`config.mk`:
```
export PLATFORM = sky130hd
export DESIGN_NAME = pcm_slot_tx
export DESIGN_NICKNAME = d
export VERILOG_FILES = /design/src/rtl/pcm_slot_tx_pkg.sv /design/src/rtl/pcm_frame_timer.sv /design/src/rtl/pcm_chan_slot.sv /design/src/rtl/pcm_hwy_drive.sv /design/src/rtl/pcm_slot_tx.sv
export SDC_FILE = /design/constraint.sdc
export NUM_CORES = 1
export LEC_CHECK = 0
export ABC_AREA = 1
export BUFFER_PORTS_ARGS = -buffer_cell sky130_fd_sc_hd__buf_2
export CAP_MARGIN = 20
export CORE_MARGIN = 2
export CORE_UTILIZATION = 58
export CTS_CLUSTER_SIZE = 28
export DETAILED_ROUTE_END_ITERATION = 16
export PLACE_DENSITY = 0.93
export RECOVER_POWER = 25
export REMOVE_ABC_BUFFERS = 1
export SYNTH_ARGS = -nofsm -noshare
export SYNTH_HDL_FRONTEND = slang
export SYNTH_SLANG_ARGS = --single-unit
```
`constraint.sdc`:
```
create_clock -name clk -period 5.7 [get_ports clk]
set_input_delay 0.57 -clock clk [delete_from_list [all_inputs] [get_ports clk]]
set_output_delay 0.57 -clock clk [all_outputs]
set_load 0.03 [all_outputs]
```
`src/rtl/pcm_slot_tx_pkg.sv`:
```
package pcm_slot_tx_pkg;
   // per-channel result toward the highway drivers
   typedef struct packed {
      logic hit;   // channel owns the current bit
      logic val;   // value of that bit
   } chan_bit_t;

   function automatic int pos_width(input int slot_w, input int ofs_w);
      // slot groups reach 2^(slot_w+1) slots, 8 bits each, doubled, plus offset
      return slot_w + 4 + 1 + ((ofs_w > 3) ? ofs_w - 3 : 0) + 1;
   endfunction
endpackage

```
`src/rtl/pcm_frame_timer.sv`:
```
module pcm_frame_timer
   import pcm_slot_tx_pkg::*;
#(
   parameter int SLOT_W = 7,
   parameter int OFS_W  = 3,
   localparam int POS_W  = pos_width(SLOT_W, OFS_W),
   localparam int SLOTX_W = POS_W - 3
) (
   input  logic               clk,
   input  logic               rst_n,
   input  logic               bclk,
   input  logic               fsync,
   input  logic               cfg_dbl,
   input  logic               cfg_fall,
   input  logic [OFS_W-1:0]   cfg_ofs,
   output logic               launch_ev,
   output logic               fs_start,
   output logic               in_data,
   output logic [SLOTX_W-1:0] slot_idx,
   output logic [2:0]         bit_idx
);
   localparam logic [POS_W-1:0] POS_MAX = '1;

   logic             bclk_q;
   logic             fs_prev;
   logic [POS_W-1:0] pos_q;
   logic [POS_W-1:0] cur_pos;
   logic [POS_W-1:0] rel;
   logic [POS_W-1:0] bitnum;
   logic [POS_W-1:0] ofs_ext;

   assign ofs_ext   = POS_W'(cfg_ofs);
   assign launch_ev = cfg_fall ? (bclk_q & ~bclk) : (~bclk_q & bclk);
   assign fs_start  = launch_ev & fsync & ~fs_prev;

   always_comb begin
      if (fs_start)
         cur_pos = '0;
      else if (pos_q == POS_MAX)
         cur_pos = POS_MAX;
      else
         cur_pos = pos_q + 1'b1;
      in_data  = (cur_pos >= ofs_ext);
      rel      = cur_pos - ofs_ext;
      bitnum   = cfg_dbl ? (rel >> 1) : rel;
      slot_idx = bitnum[POS_W-1:3];
      bit_idx  = bitnum[2:0];
   end

   always_ff @(posedge clk) begin
      if (!rst_n) begin
         bclk_q  <= 1'b0;
         fs_prev <= 1'b0;
         pos_q   <= POS_MAX;
      end else begin
         bclk_q <= bclk;
         if (launch_ev) begin
            fs_prev <= fsync;
            pos_q   <= cur_pos;
         end
      end
   end

   // launch events sit on the programmed bclk polarity
   assert_launch_edge_R4 : assert property (@(posedge clk) disable iff (!rst_n)
      launch_ev |-> (bclk == !cfg_fall));

   // a frame start always places the first bit at the offset, never inside it
   assert_frame_origin_R5 : assert property (@(posedge clk) disable iff (!rst_n)
      (fs_start && cfg_ofs != '0) |-> !in_data);
endmodule

```
`src/rtl/pcm_chan_slot.sv`:
```
module pcm_chan_slot
   import pcm_slot_tx_pkg::*;
#(
   parameter int SLOT_W  = 7,
   parameter int SLOTX_W = 10,
   parameter int SAMP_W  = 16,
   parameter bit LIN_EN  = 1'b1
) (
   input  logic               in_data,
   input  logic [SLOTX_W-1:0] slot_idx,
   input  logic [2:0]         bit_idx,
   input  logic [SLOT_W-1:0]  cfg_slot,
   input  logic               cfg_lin,
   input  logic [SAMP_W-1:0]  sample,
   output chan_bit_t          result
);
   logic      comp_hit;
   logic      comp_val;
   chan_bit_t lin_res;

   assign comp_hit = in_data && (slot_idx == SLOTX_W'(cfg_slot));
   assign comp_val = sample[3'd7 - bit_idx];

   generate
      if (LIN_EN) begin : g_linear
         logic [15:0] word;
         logic [3:0]  idx;
         assign word = {sample[13], sample[13], sample[13:0]};
         assign idx  = {slot_idx[0], bit_idx};
         assign lin_res.hit = in_data &&
                              (slot_idx[SLOTX_W-1:1] == (SLOTX_W-1)'(cfg_slot));
         assign lin_res.val = word[4'd15 - idx];
      end else begin : g_comp_only
         assign lin_res = '0;
      end
   endgenerate

   always_comb begin
      if (cfg_lin && LIN_EN) begin
         result = lin_res;
      end else begin
         result.hit = comp_hit;
         result.val = comp_val;
      end
   end
endmodule

```
`src/rtl/pcm_hwy_drive.sv`:
```
module pcm_hwy_drive
   import pcm_slot_tx_pkg::*;
#(
   parameter int NUM_CH = 4,
   parameter int HSEL_W = 1,
   parameter int OFS_W  = 3,
   parameter int HWY_ID = 0
) (
   input  logic                     clk,
   input  logic                     rst_n,
   input  logic                     launch_ev,
   input  logic                     fs_start,
   input  logic [OFS_W-1:0]         cfg_ofs,
   input  chan_bit_t [NUM_CH-1:0]   chan_res,
   input  logic [NUM_CH*HSEL_W-1:0] ch_hwy,
   output logic                     dx,
   output logic                     dx_oe
);
   logic win;
   logic win_val;

   // scan from the top so the lowest channel index overwrites last
   always_comb begin
      win     = 1'b0;
      win_val = 1'b0;
      for (int i = NUM_CH - 1; i >= 0; i--) begin
         if (chan_res[i].hit && (ch_hwy[i*HSEL_W +: HSEL_W] == HSEL_W'(HWY_ID))) begin
            win     = 1'b1;
            win_val = chan_res[i].val;
         end
      end
   end

   always_ff @(posedge clk) begin
      if (!rst_n) begin
         dx    <= 1'b0;
         dx_oe <= 1'b0;
      end else if (launch_ev) begin
         dx_oe <= win;
         dx    <= win & win_val;
      end
   end

   assert_quiet_off_edge_R4 : assert property (@(posedge clk) disable iff (!rst_n)
      !launch_ev |=> ($stable(dx) && $stable(dx_oe)));

   assert_offset_idle_R5 : assert property (@(posedge clk) disable iff (!rst_n)
      (fs_start && cfg_ofs != '0) |=> !dx_oe);

   assert_released_low_R8 : assert property (@(posedge clk) disable iff (!rst_n)
      !dx_oe |-> !dx);
endmodule

```
`src/rtl/pcm_slot_tx.sv`:
```
module pcm_slot_tx
   import pcm_slot_tx_pkg::*;
#(
   parameter int NUM_CH  = 4,
   parameter int NUM_HWY = 2,
   parameter int SLOT_W  = 7,
   parameter int SAMP_W  = 16,
   parameter int OFS_W   = 3,
   parameter bit LIN_EN  = 1'b1,
   localparam int HSEL_W = (NUM_HWY > 1) ? $clog2(NUM_HWY) : 1
) (
   input  logic                     clk,
   input  logic                     rst_n,
   input  logic                     bclk,
   input  logic                     fsync,
   input  logic                     cfg_dbl,
   input  logic                     cfg_fall,
   input  logic [OFS_W-1:0]         cfg_ofs,
   input  logic [NUM_CH*SLOT_W-1:0] ch_slot,
   input  logic [NUM_CH*HSEL_W-1:0] ch_hwy,
   input  logic [NUM_CH-1:0]        ch_lin,
   input  logic [NUM_CH*SAMP_W-1:0] smp_data,
   input  logic [NUM_CH-1:0]        smp_vld,
   output logic [NUM_HWY-1:0]       dx,
   output logic [NUM_HWY-1:0]       dx_oe
);
   localparam int POS_W   = pos_width(SLOT_W, OFS_W);
   localparam int SLOTX_W = POS_W - 3;

   generate
      if (NUM_CH < 1) begin : g_bad_ch
         $error("pcm_slot_tx: NUM_CH must be at least 1");
      end
      if (NUM_HWY < 2) begin : g_bad_hwy
         $error("pcm_slot_tx: NUM_HWY must be at least 2");
      end
      if (SAMP_W != 16) begin : g_bad_samp
         $error("pcm_slot_tx: SAMP_W must be 16");
      end
      if (OFS_W < 1 || OFS_W > 3) begin : g_bad_ofs
         $error("pcm_slot_tx: OFS_W must be 1 to 3");
      end
      if (SLOT_W < 1) begin : g_bad_slot
         $error("pcm_slot_tx: SLOT_W must be at least 1");
      end
   endgenerate

   logic               launch_ev;
   logic               fs_start;
   logic               in_data;
   logic [SLOTX_W-1:0] slot_idx;
   logic [2:0]         bit_idx;

   logic [NUM_CH*SAMP_W-1:0] pend_q;
   logic [NUM_CH*SAMP_W-1:0] snap_q;
   logic [NUM_CH*SAMP_W-1:0] snap_eff;
   chan_bit_t [NUM_CH-1:0]   chan_res;

   pcm_frame_timer #(
      .SLOT_W (SLOT_W),
      .OFS_W  (OFS_W)
   ) u_timer (
      .clk       (clk),
      .rst_n     (rst_n),
      .bclk      (bclk),
      .fsync     (fsync),
      .cfg_dbl   (cfg_dbl),
      .cfg_fall  (cfg_fall),
      .cfg_ofs   (cfg_ofs),
      .launch_ev (launch_ev),
      .fs_start  (fs_start),
      .in_data   (in_data),
      .slot_idx  (slot_idx),
      .bit_idx   (bit_idx)
   );

   // the frame-start edge already transmits from the fresh snapshot
   assign snap_eff = fs_start ? pend_q : snap_q;

   genvar c;
   generate
      for (c = 0; c < NUM_CH; c++) begin : g_chan
         always_ff @(posedge clk) begin
            if (!rst_n) begin
               pend_q[c*SAMP_W +: SAMP_W] <= '0;
               snap_q[c*SAMP_W +: SAMP_W] <= '0;
            end else begin
               if (smp_vld[c])
                  pend_q[c*SAMP_W +: SAMP_W] <= smp_data[c*SAMP_W +: SAMP_W];
               if (fs_start)
                  snap_q[c*SAMP_W +: SAMP_W] <= pend_q[c*SAMP_W +: SAMP_W];
            end
         end

         pcm_chan_slot #(
            .SLOT_W  (SLOT_W),
            .SLOTX_W (SLOTX_W),
            .SAMP_W  (SAMP_W),
            .LIN_EN  (LIN_EN)
         ) u_slot (
            .in_data  (in_data),
            .slot_idx (slot_idx),
            .bit_idx  (bit_idx),
            .cfg_slot (ch_slot[c*SLOT_W +: SLOT_W]),
            .cfg_lin  (ch_lin[c]),
            .sample   (snap_eff[c*SAMP_W +: SAMP_W]),
            .result   (chan_res[c])
         );
      end

      for (c = 0; c < NUM_HWY; c++) begin : g_hwy
         pcm_hwy_drive #(
            .NUM_CH (NUM_CH),
            .HSEL_W (HSEL_W),
            .OFS_W  (OFS_W),
            .HWY_ID (c)
         ) u_drive (
            .clk       (clk),
            .rst_n     (rst_n),
            .launch_ev (launch_ev),
            .fs_start  (fs_start),
            .cfg_ofs   (cfg_ofs),
            .chan_res  (chan_res),
            .ch_hwy    (ch_hwy),
            .dx        (dx[c]),
            .dx_oe     (dx_oe[c])
         );
      end
   endgenerate

   // a strobe away from frame start leaves the running frame's snapshot alone
   assert_snap_hold_R10 : assert property (@(posedge clk) disable iff (!rst_n)
      (|smp_vld && !fs_start) |=> $stable(snap_q));
endmodule

```
=== After elaboration in Yosys (flattened, before gate mapping) ===
Cells that the tools add are included.

* Bits in registers: 143
* Input bits: 113
* Output and inout bits: 4
* Word-level logic and storage cells: 101

* Add/sub/neg operators: 4
* Bitwise operators: 13
* Reduce and logical (&&, ||, !) cells: 16
* Magnitude comparators: 3
* Mux-type cells: 41
* Equal/unequal tests: 9

{| class="wikitable"
|+ Operator list
! kind !! number
|-
| $mux 62 || 1
|-
| $eq 10x7->1 || 4
|-
| $mux 13 || 3
|-
| $eq 9x7->1 || 4
|-
| $mux 1 || 25
|-
| $bmux 1 s4 || 4
|-
| $logic_and 1x1->1 || 16
|-
| $add 13x1->13 const B || 1
|-
| $eq 13x13->1 const B || 1
|-
| $ge 13x3->1 || 1
|-
| $sub 13x3->13 || 1
|-
| $bmux 1 s3 || 4
|-
| $mux 2 || 4
|-
| $not 1->1 || 7
|-
| $and 1x1->1 || 6
|-
| $lt 3x5->1 const B || 1
|-
| $lt 4x5->1 const B || 1
|-
| $sub 4x4->4 const A || 1
|-
| $sub 3x3->3 const A || 1
|}

=== Logic depth before layout (Yosys ltp) ===
* Word-level depth: 18
* Mapped depth: 34

=== By module ===
A second synthesis with hierarchy kept.

* Cell total of the unflattened synthesis: 1543
* Area, all modules: 8958.6 um2

{| class="wikitable"
|+ Modules (own cells, without submodules)
! module !! cells an instance !! area each (um2) !! times used
|-
| pcm_slot_tx || 808 || 5323.9 || 1
|-
| pcm_chan_slot || 106 || 449.2 || 4
|-
| pcm_frame_timer || 253 || 1500.2 || 1
|-
| pcm_hwy_drive (g_hwy[0].u_drive) || 31 || 178.9 || 1
|-
| pcm_hwy_drive (g_hwy[1].u_drive) || 27 || 158.9 || 1
|}

=== Worst setup path after synthesis ===
Ideal clock, no wire load.

* Path kind: input to register
* From: in cfg_fall
* To: reg g_hwy[0].u_drive.dx
* Arrival time: 4.072 ns
* Stages: 27
* Library setup time: 0.132 ns
* Setup slack: 1.495 ns
* Path buffers: 4
* Cell sequence: inv_1 nand2_1 nand2_2 nand4_4 buf_6 buf_2 buf_2 o21ai_0 ha_1 fa_1 inv_1 nand2_1 o21ai_1 clkinv_1 nor2_1 buf_2 nand2_1 nand2_1 nor2_1 a41oi_1 nand2_1 o31ai_1 inv_1 nor3_1 nor2_1 nand2_1 a21oi_1

* Longest elaborated chain between the ends: 15
* Elaborated cells on any way between the ends: 59
* Classes of those cells: add/sub: 3; order compare: 1; eq/ne: 8; mux: 32; bitwise: 3; reduce/logical: 12

{| class="wikitable"
|+ RTL lines
! what !! line !! RTL
|-
| start, declared || pcm_slot_tx.sv:17 || <nowiki>input logic cfg_fall,</nowiki>
|-
| $mux 1 * || pcm_frame_timer.sv:33 || <nowiki>assign launch_ev = cfg_fall ? (bclk_q & ~bclk) : (~bclk_q & bclk);</nowiki>
|-
| $and 1x1->1 (2 in a row) || pcm_frame_timer.sv:34 || <nowiki>assign fs_start = launch_ev & fsync & ~fs_prev;</nowiki>
|-
| $mux 13 || pcm_frame_timer.sv:37 || <nowiki>if (fs_start)</nowiki>
|-
| $sub 13x3->13 || pcm_frame_timer.sv:44 || <nowiki>rel = cur_pos - ofs_ext;</nowiki>
|-
| $mux 13 || pcm_frame_timer.sv:45 || <nowiki>bitnum = cfg_dbl ? (rel >> 1) : rel;</nowiki>
|-
| $sub 4x4->4 (tied with other cells) || pcm_chan_slot.sv:32 || <nowiki>assign lin_res.val = word[4'd15 - idx];</nowiki>
|-
| $bmux 1 s4 (tied with other cells) || pcm_chan_slot.sv:32 ||
|-
| $mux 1 (implied by the code) (tied with other cells) || pcm_chan_slot.sv:32 ||
|-
| $mux 2 / $logic_and 1x1->1 (equally long branches) || pcm_chan_slot.sv:39, pcm_hwy_drive.sv:27 ||
|-
| $mux 1 (4 in a row) || pcm_hwy_drive.sv:27 || <nowiki>if (chan_res[i].hit && (ch_hwy[i*HSEL_W +: HSEL_W] == HSEL_W'(HWY_ID))) begin</nowiki>
|-
| $and 1x1->1 || pcm_hwy_drive.sv:40 || <nowiki>dx <= win & win_val;</nowiki>
|-
| end signal, assigned || pcm_hwy_drive.sv:40 ||
|-
| end, declared || pcm_hwy_drive.sv:16 || <nowiki>output logic dx,</nowiki>
|}

Mark *: on every way between the ends. The rest lies on a longest branch, timed or not. The select of a mux whose other input is x is not followed.
A chain may end at the register's enable or synchronous reset.

=== Worst setup path in the final report ===
* From: reg u_timer.pos_q[0]
* To: reg g_hwy[0].u_drive.dx

* Longest elaborated chain between the ends: 14
* Elaborated cells on any way between the ends: 58
* Classes of those cells: add/sub: 4; order compare: 1; eq/ne: 9; mux: 31; bitwise: 1; reduce/logical: 12

{| class="wikitable"
|+ RTL lines
! what !! line !! RTL
|-
| start, declared || pcm_frame_timer.sv:26 || <nowiki>logic [POS_W-1:0] pos_q;</nowiki>
|-
| start signal, assigned || pcm_frame_timer.sv:59 || <nowiki>pos_q <= cur_pos;</nowiki>
|-
| $add 13x1->13 / $eq 13x13->1 (equally long branches) || pcm_frame_timer.sv:42, pcm_frame_timer.sv:39 ||
|-
| $mux 13 * || pcm_frame_timer.sv:39 || <nowiki>else if (pos_q == POS_MAX)</nowiki>
|-
| $mux 13 * || pcm_frame_timer.sv:37 ||
|-
| $sub 13x3->13 || pcm_frame_timer.sv:44 ||
|-
| $mux 13 || pcm_frame_timer.sv:45 ||
|-
| $sub 4x4->4 (tied with other cells) || pcm_chan_slot.sv:32 ||
|-
| $bmux 1 s4 (tied with other cells) || pcm_chan_slot.sv:32 ||
|-
| $mux 1 (implied by the code) (tied with other cells) || pcm_chan_slot.sv:32 ||
|-
| $mux 2 / $logic_and 1x1->1 (equally long branches) || pcm_chan_slot.sv:39, pcm_hwy_drive.sv:27 ||
|-
| $mux 1 (4 in a row) || pcm_hwy_drive.sv:27 ||
|-
| $and 1x1->1 * || pcm_hwy_drive.sv:40 ||
|}

Marks and branches as above.

==> results_dict.tcl <==
set metrics [dict create \
    cts_tree "built" \
    ir_drop_uv 264 \
    tns_ns 0 \
    gp_congestion 0.968 \
    ys_ff_latch 131 \
    worstPathRequired_ns 6.04 \
    placed_area_um2 8490 \
    drt_pass1_iterations 6 \
    power.total_uw 3130 \
    cp_max_fo 17 \
    antenna_found_initial 1 \
    path_common_cell "nand2_1" \
    cpPeakStageDelay_ns 0.45 \
    finalHoldViolCount 0 \
    nets 1437 \
    preCtsSetupSlack_ns 1.27 \
    finalSetupViolCount 0 \
    powerDensity_nw_per_um2 346 \
    synthDistinctLibCells 45 \
    dieWidth_um 121 \
    slew_violations 59 \
    routedWlPerCell_um 15.4 \
    period_share_pct 83.6 \
    critPathKind "reg -> reg" \
    multi_input_area_um2 4600 \
    skew_ns 0.00898 \
    fin_ws_ns 0.933 \
    synth.avg_cell_area_um2 6.38 \
    startpoint_type "flip-flop" \
    timing.critical_path.cells "ha_1, nand2_1, nor2_2, nand2_1, nor2_2, o21ai_0, ha_1, fa_1, inv_1, nand2_1, o21ai_1, buf_4, clkinv_1, nor2_1, buf_4, inv_2, o21ai_0, o21ai_0, mux2_1, nor2_1, nor2_1, nand2_1, nand2_1, a21oi_1" \
    outcome "finished, violations left" \
    htree_levels 4 \
    clockBufferDepth 2 \
    leakage_uw 0.00452 \
    vias 8716 \
    overflow 0 \
    grt_pass1_vias 7798 \
    postCtsHoldBufs 0 \
    routed_wl_mm 23.2 \
    wl_met3_mm 1.93 \
    fp.dieArea_um2 14600 \
    rsz0062_at_grt "false" \
    synth-edff-count 0 \
    highest_layer "met5" \
    core_area_um2 13300 \
    area_growth_pct 14.6 \
    critPathTopFamily "simple AND/OR/NAND/NOR gates" \
    clk_pin_slew_ns 0.06 \
    fmax_mhz 210 \
    synthArstFlopShare_pct 0 \
    max-slew-margin-rel_pct -41.0 \
    insertion_delay_ns 0.42 \
    grt_max_degree 75 \
    wl_met2_mm 11.3 \
    ys_warn_count 0 \
    post-place-cells 1476 \
    seq_area_frac_synth_pct 33.2 \
    ant_nets 0 \
    detail_route.vias_per_cell 5.78 \
    critPathCaptureType "flip-flop" \
    post_cts_buffers 0 \
    grtUsageTotal_pct 31.6 \
    drive_above_1_share_pct 17.1 \
    io_buffers 108 \
    final_area_um2 9060 \
    cts_buffers 17 \
    maxCapViolCount 1 \
    tightest_slew_ns 2.11 \
    synthCells 1238 \
    cpMaxStageDelayCell "fa_1" \
    drt-met1-wl_mm 9.12 \
    finalCriticalPeriod_ns 4.77 \
    grt_pass1_wl_mm 36.8 \
    io-pin-count 117 \
    syn-cell-area_um2 7900 \
    nFillCells 1096 \
    layout_common_cells "nand2_1, nor2_1, nand3_1, dfxtp_1, o21ai_0" \
    die_h_um 121 \
    num_rows 42 \
    drtIter0Drc 916 \
    hold_path.class "in -> reg" \
    fin_cells 1508 \
    cts_sinks 131 \
    initial_core_util_pct 59.4 \
    crit_buf_inv 5 \
    cts_root_buffer "clkbuf_16" \
    synth-main-ff-cell "dfxtp_1" \
    failed_checks "max-capacitance violations, max-slew violations" \
    dpl.hpwl_mm 15.6 \
    cts_resized 0 \
    antenna_cells 0 \
    layout_commonest_cell "nand2_1" \
    drc_errors 0 \
    cp.arrival_ns 5.10 \
    regArea_um2 2620 \
]
## state kept, by name, indices dropped and copies added (netlist names)
name,count
pend_q,56
snap_q,56
u_timer.pos_q,13
g_hwy.u_drive.dx,2
g_hwy.u_drive.dx_oe,2
u_timer.bclk_q,1
u_timer.fs_prev,1
## logic make-up (layout without fill, tap and decap cells)
logic type | count (synthesis) | after routing | synth area share (%)
AO/OA/AOI/OAI | 195 | 195 | 13.3
XOR/XNOR | 1 | 1 | 0.111
adder cells (fa/ha/maj) | 5 | 5 | 0.887
buffers and inverters | 172 | 266 | 8.75
flip-flops | 131 | 131 | 33.2
multiplexers | 19 | 19 | 2.42
AND/OR/NAND/NOR | 715 | 715 | 41.4
## final timing paths
path,cells after the start,end,slack [ns],from
setup / recovery,24,g_hwy[0].u_drive.dx,0.93,u_timer.pos_q[0]
hold / removal,3,pend_q[21],0.38,smp_data[21]
setup reg to reg,24,g_hwy[0].u_drive.dx,0.93,u_timer.pos_q[0]
hold reg to reg,2,pend_q[50],0.45,pend_q[50]
## area by class of cell
class | count | share of cell area (%)
Clock buffer | 21 | 5.19
Multi-Input combinational cell | 935 | 50.8
Tap cell | 176 | 2.43
Sequential cell | 131 | 29.0
Inverter | 118 | 4.95
Clock inverter | 11 | 1.12
Timing Repair Buffer | 116 | 6.59
## Yosys cell counts, types with 6 or more instances
master | instances | share of area [%]
o211ai_1 | 7 | 0.66
mux2i_1 | 18 | 2.3
nand4_1 | 9 | 0.71
clkbuf_1 | 34 | 1.6
nor2_1 | 188 | 8.9
nand3_2 | 18 | 2.3
nand3b_1 | 9 | 0.85
dfxtp_1 | 131 | 33
nand2_1 | 262 | 12
nand2_2 | 21 | 1.7
nor2_2 | 14 | 1.1
nand3_1 | 172 | 11
inv_2 | 6 | 0.28
a21oi_1 | 46 | 2.9
inv_1 | 107 | 5.1
buf_2 | 12 | 0.76
or2_2 | 12 | 0.95
o21ai_0 | 118 | 7.5
## per-layer routing
layer	up-vias	GRT usage, %
met5	-	0
met4	2	13.2
met3	96	7.59
met2	442	53.5
met1	3966	38.2
li1	4210	-
## where the power goes
| part | switching, uW | leakage [uW] | internal (uW) |
|---|---|---|---|
| combinational | 744 | 0.00316 | 341 |
| sequential | 31.4 | 0.00108 | 976 |
| clock | 404 | 0.000284 | 635 |
## stage by stage
| step | utilization [%] | hold slack (ns) |
|---|---|---|
| 6_report | 68.1 | 0.375 |
| 5_1_grt | 68.1 | 0.369 |
| 4_1_cts | 68.1 | 0.369 |
| 3_5_place_dp | 63.8 | 0.450 |
| 3_3_place_gp | 63.8 | 0.440 |
| 2_1_floorplan | - | 0.429 |
## tightest hold or removal path: cells and delay by family
| kind | cells | cell delay [ns] |
|---|---|---|
| buffers and inverters | 1 | 0.07 |
| AND/OR/NAND/NOR | 2 | 0.11 |
No activity file was read; power rests on OpenSTA's default activity.
